==> config.mk <==
export PLATFORM = sky130hd
export DESIGN_NAME = fll_lock_detect
export DESIGN_NICKNAME = d
export VERILOG_FILES = /design/src/rtl/fll_lock_pkg.sv /design/src/rtl/fll_edge_sense.sv /design/src/rtl/fll_acq_window.sv /design/src/rtl/fll_run_track.sv /design/src/rtl/fll_lock_detect.sv
export SDC_FILE = /design/constraint.sdc
export NUM_CORES = 1
export LEC_CHECK = 0
export BUFFER_PORTS_ARGS = -buffer_cell sky130_fd_sc_hd__buf_2
export CAP_MARGIN = 20
export CORE_UTILIZATION = 45
export DETAILED_ROUTE_END_ITERATION = 8
export PLACE_DENSITY = 0.69
export SYNTH_ARGS = -nofsm -noshare
export SYNTH_HDL_FRONTEND = slang
export SYNTH_SLANG_ARGS = --single-unit
export TNS_END_PERCENT = 100
==> constraint.sdc <==
create_clock -name clk -period 2.05 [get_ports clk]
set_input_delay 0.1025 -clock clk [delete_from_list [all_inputs] [get_ports clk]]
set_output_delay 0.1025 -clock clk [all_outputs]
set_load 0.03 [all_outputs]
==> src/rtl/fll_lock_pkg.sv <==
// Package: shared direction indexing for the lock detector.
// Assumes exactly two correction directions, up and down.
package fll_lock_pkg;
    localparam int NDIR    = 2;
    localparam int DIR_UP  = 0;
    localparam int DIR_DN  = 1;
    typedef logic [NDIR-1:0] dir_vec_t;
endpackage

==> src/rtl/fll_edge_sense.sv <==
// Module: fll_edge_sense
// Registers the previous sample of each correction input and flags rising
// edges. Assumes inputs are already synchronous to clk. The history
// registers track regardless of enable, so an edge is seen only when the
// input actually went from low to high.
module fll_edge_sense #(
    parameter int NDIR = 2
) (
    input  logic            clk,
    input  logic            rst_n,
    input  logic [NDIR-1:0] level,
    output logic [NDIR-1:0] rise
);
    logic [NDIR-1:0] prev_q;

    for (genvar d = 0; d < NDIR; d++) begin : g_dir
        // Hold last sample of this direction.
        always_ff @(posedge clk) begin
            if (!rst_n) prev_q[d] <= 1'b0;
            else        prev_q[d] <= level[d];
        end
        // Rising edge: high now, low last cycle.
        assign rise[d] = level[d] & ~prev_q[d];
    end
endmodule

==> src/rtl/fll_acq_window.sv <==
// Module: fll_acq_window
// Acquisition engine. The first rising edge opens a window of WIN_SHORT
// or WIN_LONG cycles, picked by the window code. Edges are counted per
// direction. Hit pulses when a direction reaches EDGE_NUM edges inside the
// window. Assumes WIN_LONG >= WIN_SHORT >= 1 and EDGE_NUM >= 1. All state
// clears when arm is low, on a hit, or when the window runs out.
module fll_acq_window #(
    parameter int NDIR      = 2,
    parameter int WIN_SHORT = 6,
    parameter int WIN_LONG  = 8,
    parameter int EDGE_NUM  = 2
) (
    input  logic            clk,
    input  logic            rst_n,
    input  logic            arm,
    input  logic [1:0]      win_code,
    input  logic [NDIR-1:0] rise,
    output logic            hit
);
    localparam int TW = $clog2(WIN_LONG + 1);
    localparam int CW = $clog2(EDGE_NUM + 1);

    logic [TW-1:0]   age_q;
    logic [TW-1:0]   win_len;
    logic [CW-1:0]   cnt_q [NDIR];
    logic [NDIR-1:0] hit_dir;
    logic            open_w;
    logic            expire;
    logic            clr;
    logic            start;

    // Window length from the code: only 2'b00 selects the short window.
    always_comb begin
        win_len = (win_code == 2'b00) ? TW'(WIN_SHORT) : TW'(WIN_LONG);
    end

    // Window status and control decode.
    always_comb begin
        open_w = (age_q != '0);
        expire = open_w && (age_q == win_len);
        hit    = arm && (|hit_dir);
        clr    = !arm || hit || expire;
        start  = !open_w && (|rise);
    end

    // Window age: 1 on the cycle after the opening edge, counts upward.
    always_ff @(posedge clk) begin
        if (!rst_n || clr) age_q <= '0;
        else if (start)    age_q <= TW'(1);
        else if (open_w)   age_q <= age_q + TW'(1);
    end

    for (genvar d = 0; d < NDIR; d++) begin : g_cnt
        // Direction qualifies when this edge completes its count.
        assign hit_dir[d] = rise[d] && (cnt_q[d] == CW'(EDGE_NUM - 1));

        // Per-direction edge count within the current window.
        always_ff @(posedge clk) begin
            if (!rst_n || clr)       cnt_q[d] <= '0;
            else if (start || open_w) cnt_q[d] <= cnt_q[d] + CW'(rise[d]);
        end
    end
endmodule

==> src/rtl/fll_run_track.sv <==
// Module: fll_run_track
// Loss-of-lock engine. Counts consecutive high samples per direction while
// active. Hit pulses on the sample that completes RUN_LEN in a row. Any low
// sample zeroes that direction's count. Assumes RUN_LEN >= 1.
module fll_run_track #(
    parameter int NDIR    = 2,
    parameter int RUN_LEN = 4
) (
    input  logic            clk,
    input  logic            rst_n,
    input  logic            active,
    input  logic [NDIR-1:0] level,
    output logic            hit
);
    localparam int RW = $clog2(RUN_LEN + 1);

    logic [RW-1:0]   run_q [NDIR];
    logic [NDIR-1:0] hit_dir;

    // Any direction completing its run ends the lock.
    always_comb begin
        hit = active && (|hit_dir);
    end

    for (genvar d = 0; d < NDIR; d++) begin : g_run
        assign hit_dir[d] = level[d] && (run_q[d] == RW'(RUN_LEN - 1));

        // Consecutive-high counter; cleared when idle or on a hit.
        always_ff @(posedge clk) begin
            if (!rst_n || !active || hit) run_q[d] <= '0;
            else if (level[d])            run_q[d] <= run_q[d] + RW'(1);
            else                          run_q[d] <= '0;
        end
    end
endmodule

==> src/rtl/fll_lock_detect.sv <==
// Module: fll_lock_detect (top)
// Lock flag for a frequency-locked loop. Acquisition is edge-counted in a
// programmable window and armed by the search-done flag. Loss of lock is a
// level run in one direction. Assumes all inputs are synchronous to clk.
module fll_lock_detect #(
    parameter int WIN_SHORT = 6,
    parameter int WIN_LONG  = 8,
    parameter int EDGE_NUM  = 2,
    parameter int RUN_LEN   = 4
) (
    input  logic       clk,
    input  logic       rst_n,
    input  logic       enable,
    input  logic       sar_done,
    input  logic [1:0] win_code,
    input  logic       corr_up,
    input  logic       corr_down,
    output logic       locked
);
    import fll_lock_pkg::*;

    dir_vec_t corr_lvl;
    dir_vec_t corr_rise;
    logic     lock_q;
    logic     acq_arm;
    logic     acq_hit;
    logic     run_act;
    logic     run_hit;
    logic     rise_any;

    // Gather direction levels into one vector.
    always_comb begin
        corr_lvl         = '0;
        corr_lvl[DIR_UP] = corr_up;
        corr_lvl[DIR_DN] = corr_down;
    end

    // Engine gating: acquire while unlocked, track runs while locked.
    always_comb begin
        acq_arm  = enable && sar_done && !lock_q;
        run_act  = enable && lock_q;
        rise_any = |corr_rise;
    end

    fll_edge_sense #(.NDIR(NDIR)) edge_i (
        .clk   (clk),
        .rst_n (rst_n),
        .level (corr_lvl),
        .rise  (corr_rise)
    );

    fll_acq_window #(
        .NDIR      (NDIR),
        .WIN_SHORT (WIN_SHORT),
        .WIN_LONG  (WIN_LONG),
        .EDGE_NUM  (EDGE_NUM)
    ) acq_i (
        .clk      (clk),
        .rst_n    (rst_n),
        .arm      (acq_arm),
        .win_code (win_code),
        .rise     (corr_rise),
        .hit      (acq_hit)
    );

    fll_run_track #(
        .NDIR    (NDIR),
        .RUN_LEN (RUN_LEN)
    ) run_i (
        .clk    (clk),
        .rst_n  (rst_n),
        .active (run_act),
        .level  (corr_lvl),
        .hit    (run_hit)
    );

    // Lock flag register: set by acquisition, cleared by a run or disable.
    always_ff @(posedge clk) begin
        if (!rst_n || !enable) lock_q <= 1'b0;
        else if (lock_q)       lock_q <= !run_hit;
        else                   lock_q <= acq_hit;
    end

    assign locked = lock_q;
endmodule

==> results.md <==
- CP max FO: 6
- Wire length reported by the detailed router: 1.34 mm
- Proportion of register bits with asynchronous set or reset after synthesis: 0%
- Maximum level of the CTS H-tree: 1
- DR vias/cell: 5.13
- Root buffer cell: sky130_fd_sc_hd__clkbuf_4
- Final #Nets: 112
- Growth of design area from synthesis to finish: 13.7%
- Fraction of power consumed by the clock network: 29.9%
- Critical path class: reg2reg
- Crit path capture type: register
- PwrDens: 597 mW/mm^2
- Syn_area_per_cell: 11.4 sq um
- Antenna violations before repair: 0
- Number of search-and-repair iterations in the first detailed-routing pass: 4
- Routability-driven placement congestion ratio: 0.772
- DRT antenna net count: 0
- Minimum setup slack among reg-to-reg paths: 0.26 ns
- Final setup TNS: 0 ns
- Synth top area cells: sky130_fd_sc_hd__edfxtp_1 34%, sky130_fd_sc_hd__dfxtp_1 16%, sky130_fd_sc_hd__ha_1 11%
- Fraction of final layout cells sized beyond drive strength 1: 14.7%
- Clock sinks: 17
- Number of buffers added on ports: 8
- Max incr delay on CP: 0.40 ns
- Hold Path Cell Cnt: 2
- Detailed Place HPWL: 1.08 mm
- TritonCTS clock tree: done
- Switching portion of total power: 22.6%
- Total power: 0.000602 W
- Number of cells traversed by the worst register-to-register path: 5
- Unique cell type count in the Yosys netlist: 28
- I/O Pins: 9
- Count of pins over their slew limit: 0
- IR Drop Worst-Case VDD: 0.254 mV
- Comb pwr share: 7.6%
- Max Fclk: 560 MHz
- Worst-case hold path end point: edge_i.prev_q[0]
- Fraction of the cycle the final worst path needs: 87.2%
- Height of the die: 46.4 um
- Most used standard cell by instance count after synthesis: sky130_fd_sc_hd__edfxtp_1
- Clock Tree Buf Depth: 2
- RR Endpoint: acq_i.cnt_q[0][0]
- Cell row count: 15
- Number of hold-repair buffers added at the cts stage: 0
- Hold Violations, Final: 0
- Global-route wire length before repair: 2.22 mm
- Kind of start point of the critical path: register
- Post-DR wirelength/cell: 11.2 um
- Die area: 0.00216 sq mm
- DRC violations left: 0
- Number of CTS-inserted buffers: 3
- Clock-pin slew reported for the worst setup and hold paths after clock tree synthesis: 0.09 ns
- Cell type contributing the most total cell area after synthesis: sky130_fd_sc_hd__edfxtp_1
- Clock network latency to the later pin of the worst-skew pair: 0.29 ns
- Net switching component of the power: 0.000136 W
- Routed vias: 615
- Final worst clock skew: 0.00424 ns
- Minimum clock period after layout: 1.79 ns
- Number of synthesized register bits: 17
- Number of warning messages in the yosys log: 0
- Filler cells: 168
- Fraction of synthesized cell area taken by the top area cell type: 33.8%
- Worst Path Arrival: 1.81 ns
- Most used flip-flop cell after synthesis: sky130_fd_sc_hd__edfxtp_1
- Initial standard-cell utilization of the core: 49.8%
- Total overflow reported by the global router: 0
- Cells traversed along the worst timing path: inv_1, ha_1, or3b_1, nor3_2, nand2_1
- Worst r2r src: acq_i.age_q[0]
- Count of flip-flops with a built-in enable after synthesis: 10
- Int Pwr: 0.000466 W
- Final Setup Violations: 0
- Setup repair after global routing missed its margin: false
- Type of the worst min-delay path: in2reg
- Number of antenna cells inserted: 0
- Cell at the slowest stage of the critical path: sky130_fd_sc_hd__or3b_1
- Sequential area share after synthesis: 49.6%
- Maximum number of pins on one net before global-route repair: 10
- Core region area: 0.00178 sq mm
- Hold Crit Start: rst_n
- Worst hold slack across all endpoints: 0.0497 ns
- Detailed router's first-iteration violation count: 7
- Outcome: finished clean
- Max-capacitance violation count: 0
- Die span in x: 46.4 um
- Number of global-route vias before repair: 563
- Power share of the sequential group: 62.4%
- Leakage power summed over all cells: 0.407 nW
- Netlist area before placement: 888 sq um
- Commonest cells in the synthesized netlist: 10 x sky130_fd_sc_hd__edfxtp_1, 8 x sky130_fd_sc_hd__ha_1, 8 x sky130_fd_sc_hd__nor2_1
- Data required time at the worst endpoint: 2.08 ns
- Overall fraction of global-route tracks in use: 15.1%
- Count of mapped cells out of synthesis: 78
[power by group through the flow]
stage | clock network, W | logic [W] | registers, W
2_1_floorplan | 0 | 0.0000296 | 0.000383
3_3_place_gp | 0 | 0.0000441 | 0.000384
3_5_place_dp | 0 | 0.0000448 | 0.000384
4_1_cts | 0.000185 | 0.0000454 | 0.000376
5_1_grt | 0.000201 | 0.0000533 | 0.000377
6_report | 0.000180 | 0.0000459 | 0.000376
[logic make-up after synthesis]
| group | after synthesis | synth area share (%) |
|---|---|---|
| buffers and inverters | 6 | 2.54 |
| AOI/OAI and AO/OA | 4 | 6.62 |
| other | 1 | 0.422 |
| xor gates and xnor gates | 4 | 3.94 |
| adders and majority gates | 8 | 11.3 |
| DFF | 17 | 49.6 |
| and+or+nand+nor | 38 | 25.6 |
[registers in the layout, indices dropped and copies added, names as in the netlist]
| register | cells |
|---|---|
| run_i.run_q | 6 |
| acq_i.age_q | 4 |
| acq_i.cnt_q | 4 |
| edge_i.prev_q | 2 |
| locked | 1 |
[through the flow]
stage | instances | area [sq um] | setup slack, ns | util [%]
after floorplan | 83 | 907 | 0.281 | -
after global placement | 116 | 978 | 0.174 | 54.9
after detailed placement | 116 | 978 | 0.0680 | 54.9
after CTS | 120 | 1000 | 0.0519 | 56.4
after global routing | 120 | 1010 | 0.147 | 56.6
final | 120 | 1010 | 0.263 | 56.6
[per-layer routing]
metal	share of wire, %	up-vias	routed length [um]	global-route usage (%)
met5	0	-	0	0
met3	3.7	5	49	3.53
met1	50	283	676	21.0
met2	43	11	573	20.3
li1	-	316	-	-
met4	3.1	0	42	10.6
[placed cells by master, fill, tap and decap left out]
cell type / n
sky130_fd_sc_hd__edfxtp_1: 10
sky130_fd_sc_hd__nor2_1: 8
sky130_fd_sc_hd__ha_1: 8
sky130_fd_sc_hd__buf_2: 8
sky130_fd_sc_hd__dfxtp_1: 7
sky130_fd_sc_hd__inv_1: 6
sky130_fd_sc_hd__nand2_1: 6
sky130_fd_sc_hd__conb_1: 6
sky130_fd_sc_hd__xnor2_1: 3
sky130_fd_sc_hd__nor4_1: 3
sky130_fd_sc_hd__clkbuf_4: 3
sky130_fd_sc_hd__nor2b_1: 2
sky130_fd_sc_hd__or3b_1: 2
sky130_fd_sc_hd__or4_1: 2
sky130_fd_sc_hd__nand3_1: 2
sky130_fd_sc_hd__nor4b_1: 2
sky130_fd_sc_hd__and2_1: 2
sky130_fd_sc_hd__and4b_1: 1
sky130_fd_sc_hd__nor3_2: 1
sky130_fd_sc_hd__nor3b_1: 1
sky130_fd_sc_hd__o32ai_4: 1
sky130_fd_sc_hd__or4bb_1: 1
sky130_fd_sc_hd__nand4bb_1: 1
sky130_fd_sc_hd__a211oi_2: 1
sky130_fd_sc_hd__and3_1: 1
sky130_fd_sc_hd__nand4_1: 1
sky130_fd_sc_hd__nand4b_1: 1
sky130_fd_sc_hd__xor2_1: 1
sky130_fd_sc_hd__nor3_1: 1
sky130_fd_sc_hd__a32o_1: 1
sky130_fd_sc_hd__a2111oi_0: 1
sky130_fd_sc_hd__clkbuf_1: 1
[how the worst max path moves through the flow]
stage	startpoint	endpoint	slack (ns)	cells after the start
after detailed placement	acq_i.age_q[0]	acq_i.cnt_q[1][0]	0.07	5
after global routing	acq_i.age_q[0]	acq_i.cnt_q[0][1]	0.15	5
final	acq_i.age_q[0]	acq_i.cnt_q[0][0]	0.26	5
after floorplan	acq_i.age_q[0]	acq_i.cnt_q[0][0]	0.28	5
after CTS	acq_i.age_q[0]	acq_i.cnt_q[1][0]	0.05	5
after global placement	acq_i.age_q[0]	acq_i.cnt_q[1][0]	0.17	5
[critical path, delay by kind of cell (launching register included)]
family | cells | cell delay, ns
simple gates | 3 | 0.87
flops | 1 | 0.38
fa+ha+maj | 1 | 0.16
buf+inv | 1 | 0.11
[area by class of cell]
type / instances / area (sq um) / area share [%]
clock buffer: 4 / 26.3 / 2.60
inverter: 6 / 22.5 / 2.23
multi-input combinational: 60 / 449 / 44.5
sequential: 17 / 440 / 43.6
tap: 25 / 31.3 / 3.10
timing repair buffer: 8 / 40.0 / 3.97
[timing repair]
item / in CTS / in global routing
gates resized for setup: 0 / 1
setup buffers: 0 / 0
setup endpoints to repair: 0 / 5
Power figures use the tool's default switching activity.
